$ cat src/rtl/dls_pkg.sv
// Package: shared constants for the dual-link frame selector.
// Assumes a frame carries its CRC-32 in the least significant 32 bits.
package dls_pkg;
    localparam int          CRC_W    = 32;
    localparam logic [31:0] CRC_POLY = 32'h04C1_1DB7;
    localparam logic [31:0] CRC_INIT = 32'hFFFF_FFFF;

    // Bit positions of the registered part of the status word
    localparam int ST_PRI_BAD  = 0;
    localparam int ST_SEC_BAD  = 1;
    localparam int ST_PRI_MISS = 2;
    localparam int ST_SEC_MISS = 3;
    localparam int ST_MISMATCH = 4;
    localparam int ST_TRIG     = 5;
    localparam int ST_HARD     = 6;
    localparam int ST_SEC_USED = 7;
    localparam int ST_REG_W    = 8;
endpackage

$ cat src/rtl/crc_checker.sv
// Module: crc_checker
// Recomputes the CRC-32 of one stored frame over bits FRAME_W-1..CRC_W, MSB
// first, and compares it with the trailing CRC field. Purely combinational.
// Assumes the frame is stable for the whole cycle in which the result is used.
module crc_checker
    import dls_pkg::*;
#(
    parameter int FRAME_W = 256
) (
    input  logic [FRAME_W-1:0] frame_i,
    output logic               crc_ok_o,
    output logic [CRC_W-1:0]   crc_field_o
);
    logic [CRC_W-1:0] calc;
    logic             fb;

    // Serial CRC unrolled over the data region
    always_comb begin
        calc = CRC_INIT;
        fb   = 1'b0;
        for (int i = FRAME_W - 1; i >= CRC_W; i--) begin
            fb   = calc[CRC_W-1] ^ frame_i[i];
            calc = {calc[CRC_W-2:0], 1'b0};
            if (fb) calc = calc ^ CRC_POLY;
        end
    end

    assign crc_field_o = frame_i[CRC_W-1:0];
    assign crc_ok_o    = (calc == crc_field_o);
endmodule

$ cat src/rtl/pair_tracker.sv
// Module: pair_tracker
// Tracks which link copies of the current pair have arrived and counts the
// wait since the first one. Raises decide_o when both are present or the wait
// has run WAIT_CYC cycles. Presence is cleared on decide; a strobe arriving on
// that same edge opens the next pair.
// Assumes each link sends at most one copy per pair.
module pair_tracker #(
    parameter int WAIT_CYC = 16
) (
    input  logic       clk,
    input  logic       rst_n,
    input  logic [1:0] arrive_i,
    output logic [1:0] have_o,
    output logic       decide_o,
    output logic [1:0] missing_o
);
    localparam int CW = $clog2(WAIT_CYC + 1);

    logic [1:0]    have_q;
    logic [1:0]    have_nxt;
    logic [CW-1:0] wait_q;
    logic          single;
    logic          timeout;

    assign single    = (have_q == 2'b01) || (have_q == 2'b10);
    assign timeout   = single && (wait_q == CW'(WAIT_CYC));
    assign decide_o  = (have_q == 2'b11) || timeout;
    assign missing_o = timeout ? ~have_q : 2'b00;
    assign have_o    = have_q;
    assign have_nxt  = (decide_o ? 2'b00 : have_q) | arrive_i;

    // Presence flags and wait counter
    always_ff @(posedge clk) begin
        if (!rst_n) begin
            have_q <= '0;
            wait_q <= '0;
        end else begin
            have_q <= have_nxt;
            if ((have_nxt == 2'b01 || have_nxt == 2'b10) && single && !decide_o)
                wait_q <= wait_q + 1'b1;
            else
                wait_q <= '0;
        end
    end
endmodule

$ cat src/rtl/err_counter.sv
// Module: err_counter
// Saturating per-link failure counter. A clear (read) returns it to zero,
// or to one if a failure is counted on the same edge.
module err_counter #(
    parameter int CNT_W = 8
) (
    input  logic             clk,
    input  logic             rst_n,
    input  logic             inc_i,
    input  logic             clr_i,
    output logic [CNT_W-1:0] cnt_o,
    output logic             sat_o
);
    logic [CNT_W-1:0] cnt_q;

    assign sat_o = &cnt_q;
    assign cnt_o = cnt_q;

    // Count failures, hold at all ones, clear on read
    always_ff @(posedge clk) begin
        if (!rst_n)
            cnt_q <= '0;
        else if (clr_i)
            cnt_q <= {{(CNT_W-1){1'b0}}, inc_i};
        else if (inc_i && !sat_o)
            cnt_q <= cnt_q + 1'b1;
    end
endmodule

$ cat src/rtl/dual_link_select.sv
// Module: dual_link_select (top)
// Receives redundant frame copies from a primary and a secondary link, checks
// each CRC-32, compares the CRC fields, and forwards one good copy's payload.
// Pulses sw_trig on a single-copy failure and hard_err when both fail.
// Assumes frames arrive complete with a one-cycle strobe per copy.
module dual_link_select
    import dls_pkg::*;
#(
    parameter int FRAME_W   = 256,
    parameter int PAYLOAD_W = 128,
    parameter int WAIT_CYC  = 16,
    parameter int CNT_W     = 8
) (
    input  logic                 clk,
    input  logic                 rst_n,
    input  logic [FRAME_W-1:0]   pri_frame,
    input  logic                 pri_vld,
    input  logic [FRAME_W-1:0]   sec_frame,
    input  logic                 sec_vld,
    input  logic                 rd_req,
    input  logic                 rd_link,
    output logic                 out_vld,
    output logic [PAYLOAD_W-1:0] out_payload,
    output logic                 out_src,
    output logic                 sw_trig,
    output logic                 hard_err,
    output logic                 crc_mismatch,
    output logic [9:0]           status,
    output logic [CNT_W-1:0]     rd_data
);
    localparam int NLINK = 2;

    logic [FRAME_W-1:0] in_frame [NLINK];
    logic [FRAME_W-1:0] slot_q   [NLINK];
    logic [CRC_W-1:0]   crc_field[NLINK];
    logic [CNT_W-1:0]   cnt_all  [NLINK];
    logic [NLINK-1:0]   in_vld, have, missing, crc_ok, ok, bad, sat;
    logic               pair_decide;
    logic               sel_sec;
    logic [CNT_W-1:0]   cnt_pri, cnt_sec;

    logic [ST_REG_W-1:0] status_q;

    assign in_frame[0] = pri_frame;
    assign in_frame[1] = sec_frame;
    assign in_vld      = {sec_vld, pri_vld};

    pair_tracker #(.WAIT_CYC(WAIT_CYC)) trk_i (
        .clk       (clk),
        .rst_n     (rst_n),
        .arrive_i  (in_vld),
        .have_o    (have),
        .decide_o  (pair_decide),
        .missing_o (missing)
    );

    for (genvar L = 0; L < NLINK; L++) begin : g_link
        // Capture the copy on its strobe (datapath, no reset needed)
        always_ff @(posedge clk) begin
            if (in_vld[L]) slot_q[L] <= in_frame[L];
        end

        crc_checker #(.FRAME_W(FRAME_W)) crc_i (
            .frame_i     (slot_q[L]),
            .crc_ok_o    (crc_ok[L]),
            .crc_field_o (crc_field[L])
        );

        assign ok[L]  = have[L] & crc_ok[L];
        assign bad[L] = have[L] & ~crc_ok[L];

        err_counter #(.CNT_W(CNT_W)) cnt_i (
            .clk   (clk),
            .rst_n (rst_n),
            .inc_i (pair_decide & ~ok[L]),
            .clr_i (rd_req && (rd_link == (L == 1))),
            .cnt_o (cnt_all[L]),
            .sat_o (sat[L])
        );
    end

    assign cnt_pri = cnt_all[0];
    assign cnt_sec = cnt_all[1];
    assign sel_sec = ~ok[0] & ok[1];

    // Register the per-pair decision and its pulses
    always_ff @(posedge clk) begin
        if (!rst_n) begin
            out_vld      <= 1'b0;
            out_src      <= 1'b0;
            sw_trig      <= 1'b0;
            hard_err     <= 1'b0;
            crc_mismatch <= 1'b0;
            out_payload  <= '0;
            status_q     <= '0;
        end else begin
            out_vld      <= pair_decide & (ok[0] | ok[1]);
            sw_trig      <= pair_decide & (ok[0] ^ ok[1]);
            hard_err     <= pair_decide & ~ok[0] & ~ok[1];
            crc_mismatch <= pair_decide & ok[0] & ok[1] & (crc_field[0] != crc_field[1]);
            if (pair_decide) begin
                out_src     <= sel_sec;
                out_payload <= slot_q[sel_sec][FRAME_W-1 -: PAYLOAD_W];
                status_q[ST_PRI_BAD]  <= bad[0];
                status_q[ST_SEC_BAD]  <= bad[1];
                status_q[ST_PRI_MISS] <= missing[0];
                status_q[ST_SEC_MISS] <= missing[1];
                status_q[ST_MISMATCH] <= ok[0] & ok[1] & (crc_field[0] != crc_field[1]);
                status_q[ST_TRIG]     <= ok[0] ^ ok[1];
                status_q[ST_HARD]     <= ~ok[0] & ~ok[1];
                status_q[ST_SEC_USED] <= sel_sec;
            end
        end
    end

    assign status = {sat[1], sat[0], status_q};

    // Counter read port
    always_ff @(posedge clk) begin
        if (!rst_n)
            rd_data <= '0;
        else if (rd_req)
            rd_data <= rd_link ? cnt_sec : cnt_pri;
    end
endmodule

$ cat config.mk
export PLATFORM = sky130hd
export DESIGN_NAME = dual_link_select
export DESIGN_NICKNAME = d
export VERILOG_FILES = /design/src/rtl/dls_pkg.sv /design/src/rtl/crc_checker.sv /design/src/rtl/pair_tracker.sv /design/src/rtl/err_counter.sv /design/src/rtl/dual_link_select.sv
export SDC_FILE = /design/constraint.sdc
export NUM_CORES = 2
export LEC_CHECK = 0
export BUFFER_PORTS_ARGS = -buffer_cell sky130_fd_sc_hd__buf_2
export CORE_MARGIN = 2
export CORE_UTILIZATION = 29
export CTS_CLUSTER_SIZE = 30
export DETAILED_ROUTE_END_ITERATION = 16
export PLACE_DENSITY_LB_ADDON = 0.3
export SYNTH_ARGS = -nofsm -noshare
export SYNTH_HDL_FRONTEND = slang
export SYNTH_HIERARCHICAL = 1
export SYNTH_SLANG_ARGS = --single-unit
export TNS_END_PERCENT = 1
$ cat constraint.sdc
create_clock -name clk -period 37.4 [get_ports clk]
set_input_delay 5.61 -clock clk [delete_from_list [all_inputs] [get_ports clk]]
set_output_delay 5.61 -clock clk [all_outputs]
set_load 0.05 [all_outputs]
==> metrics <==
Synth area leader xnor3_1; Root Driver clkbuf_16; Crit Path Max Fanout 58; DR iter-0 viols 4037; Compound-Gate Fraction of Synth Area 0.0207; delay-heaviest family, CP XOR/XNOR gates; YS warnings 6; area of the multi-input gates 65600 sq um; clock tree buffer depth 4; number of synthesized flops with an enable pin 512; Critical Path Most Common Cell xnor3_1; Die Area 300000 sq um; WL/cell 28.5 microns; max_slew headroom 0.246; Clk pin slew, worst setup/hold paths 0.06 ns; initial antenna violation count 51; WHS Endpoint out_payload[31]$_SDFFE_PN0P_; Seq. cell area 18800 sq um; Slowest-stage cell, CP buf_4; mux contribution to synthesized area 0.0181; number of global-route vias before repair 47700; hold_sp out_payload[31]$_SDFFE_PN0P_; Starting Density 0.292; Tcrit/Tclk final 0.701; Synth top area share 0.298; RD Place Congestion 0.909; Antenna Violating Nets Remaining 0; clk_skew 0.0929 ns; #FFs+latches synth 683; outcome completed; crit path launch type flip-flop; CP max stage delay 0.93 ns; CTS sink cnt 683; Post CTS Setup Buffer Count 0; final hold vios 0; critical path type flip-flop to flip-flop; reg2reg end out_payload[73]$_SDFFE_PN0P_; Syn Inst Count 5436; WHS Path Cells 1; Die X 548 microns; CTS resizes 0; syn nets 5962; Synth Area per Inst 15.8 sq um; Fill cells 28800; core box area 294000 sq um; I/O pins 669; first-pass GRT wire length 392000 microns; post-synthesis adder-cell area fraction 0.00117; slew of the pin with the lowest slew margin 1.13 ns; layout cells sized above 1 0.244; CTS HTree Levels 3; port bufs 668; CP required 38.05 ns; post-route setup TNS 0 ns; library cells used by synthesis 66; CP Capture Type flip-flop; Max Cap Violations 0; Layout area overhead 11.5%; hpwl dp 239000 microns; gr ovfl total 0; Hold-fix buffers, CTS 0; Post-Route WL 286000 microns; GRT Total Usage 0.186; Pins Over Slew Limit 0; synth top area cells xnor3_1, edfxtp_1, xnor2_1; minimum clock period 26.21 ns; num rows 199; die height 548 microns; worst reg-to-reg path cell count 50; CTS tree done; R2R Setup Slk 11.19 ns; Post-Synth Simple-Gate Area 0.0164; RSZ-0062 raised after global routing false; largest family of logic cells by synthesized area XOR/XNOR gates; final net count 6559; worst min path class flip-flop to flip-flop; largest net degree at the start of global routing 88; TritonCTS Buffers 89; dominant synthesized flop cell edfxtp_1; Seq/Total Area, Yosys 0.219; DRC viols 0; Synth Cell Area 85800 sq um; drt pass-1 iters 5; setup violators final 0; Bufs and invs on worst path 3; Vias/cell 4.55; Post-Synth XOR/XNOR Area 0.708; Worst EP arrival 26.86 ns; Skew-Pair Late Insertion Delay 0.84 ns; post-synthesis async set-or-reset flop share 0; worst r2r src slot_q[1][252]$_DFFE_PP_; via count 45700; Highest Clock Rate 38.2 MHz
## layer usage
layer | track usage | part of all wire | vias to the layer above
met1 | 0.240 | 0.42 | 23300
met5 | 0 | 0.00068 | -
met4 | 0.0727 | 0.045 | 32
met2 | 0.314 | 0.48 | 1740
li1 | - | - | 20300
met3 | 0.0261 | 0.058 | 348
## placed cells by master, fill, tap and decap left out, drive strengths merged, types with 31 or more instances in the layout
cell,Yosys,final
buf,159,683
clkbuf,18,113
clkinv,0,31
dfxtp,171,171
edfxtp,512,512
mux2i,155,155
nand2,169,169
o211a,136,136
xnor2,1626,1626
xnor3,1376,1376
xor2,678,678
xor3,234,234
## cell usage after synthesis, types with 18 or more instances
cell      count
dfxtp_1     171
edfxtp_1    512
buf_4        76
xor2_2       82
o211a_1     136
xor3_2       56
nand3_1      20
xor2_4       22
xnor3_1    1136
clkbuf_1     18
xnor2_1    1378
nand2_1     169
xnor3_2     234
buf_2        43
xor2_1      574
buf_6        28
xnor2_2     184
xnor2_4      64
mux2i_1     155
xor3_1      176
## worst max path at each step
stage / to / cells past startpoint / from / slack, ns
CTS: out_payload[73]$_SDFFE_PN0P_ / 50 / slot_q[1][252]$_DFFE_PP_ / 11.16
global placement: out_payload[62]$_SDFFE_PN0P_ / 49 / slot_q[1][252]$_DFFE_PP_ / 11.44
floorplan: out_payload[121]$_SDFFE_PN0P_ / 53 / slot_q[1][253]$_DFFE_PP_ / 18.42
finish: out_payload[73]$_SDFFE_PN0P_ / 50 / slot_q[1][252]$_DFFE_PP_ / 11.19
detailed placement: out_payload[120]$_SDFFE_PN0P_ / 50 / slot_q[1][252]$_DFFE_PP_ / 11.30
global route: out_payload[73]$_SDFFE_PN0P_ / 50 / slot_q[1][252]$_DFFE_PP_ / 10.28
## state kept, by name, summed over array words and instances (netlist names)
name	cells
hard_err	1
trk_i/wait_q	5
out_payload	128
crc_mismatch	1
out_vld	1
g_link.cnt_i/cnt_o	16
slot_q	512
rd_data	8
sw_trig	1
trk_i/have_o	2
status_q	7
out_src	1
## cell type report
class / instances / area share
multi-input combinational: 4563 / 0.686
sequential: 683 / 0.196
tap: 3919 / 0.0513
timing repair buffer: 683 / 0.0364
clock buffer: 113 / 0.0246
clock inverter: 47 / 0.00475
inverter: 13 / 0.000510
antenna: 16 / 0.000418
## stage by stage
stage                     hold slack (ns)  utilization  setup slack, ns  instance area [sq um]  instances
after floorplan                     0.456            -            18.42                  85800       5436
after global placement              0.457        0.316            11.44                  92800       9861
after detailed placement            0.465        0.316            11.30                  92800       9861
after CTS                           0.478        0.325            11.16                  95600      10000
after global routing                0.487        0.325            10.28                  95600      10000
final                               0.472        0.325            11.19                  95700      10000
## worst register-to-register path: cells and delay by family, from the launching register on
| kind | cells | cell delay [ns] |
|---|---|---|
| compound gates | 4 | 0.95 |
| flops | 1 | 0.88 |
| xor+xnor | 38 | 20.94 |
| simple gates | 3 | 0.37 |
| fa+ha+maj | 1 | 0.62 |
| mux | 1 | 0.37 |
| buf+inv | 3 | 1.96 |
## kinds of logic after synthesis
logic type,after synthesis
xor gates and xnor gates,3914
DFF,683
and+or+nand+nor,295
AOI/OAI and AO/OA,191
buffers and inverters,190
muxes,155
adders and majority gates,8
Power is left out: the tool's default activity adds up to more than one toggle a clock period on the data nets, which glitch-free logic cannot reach.
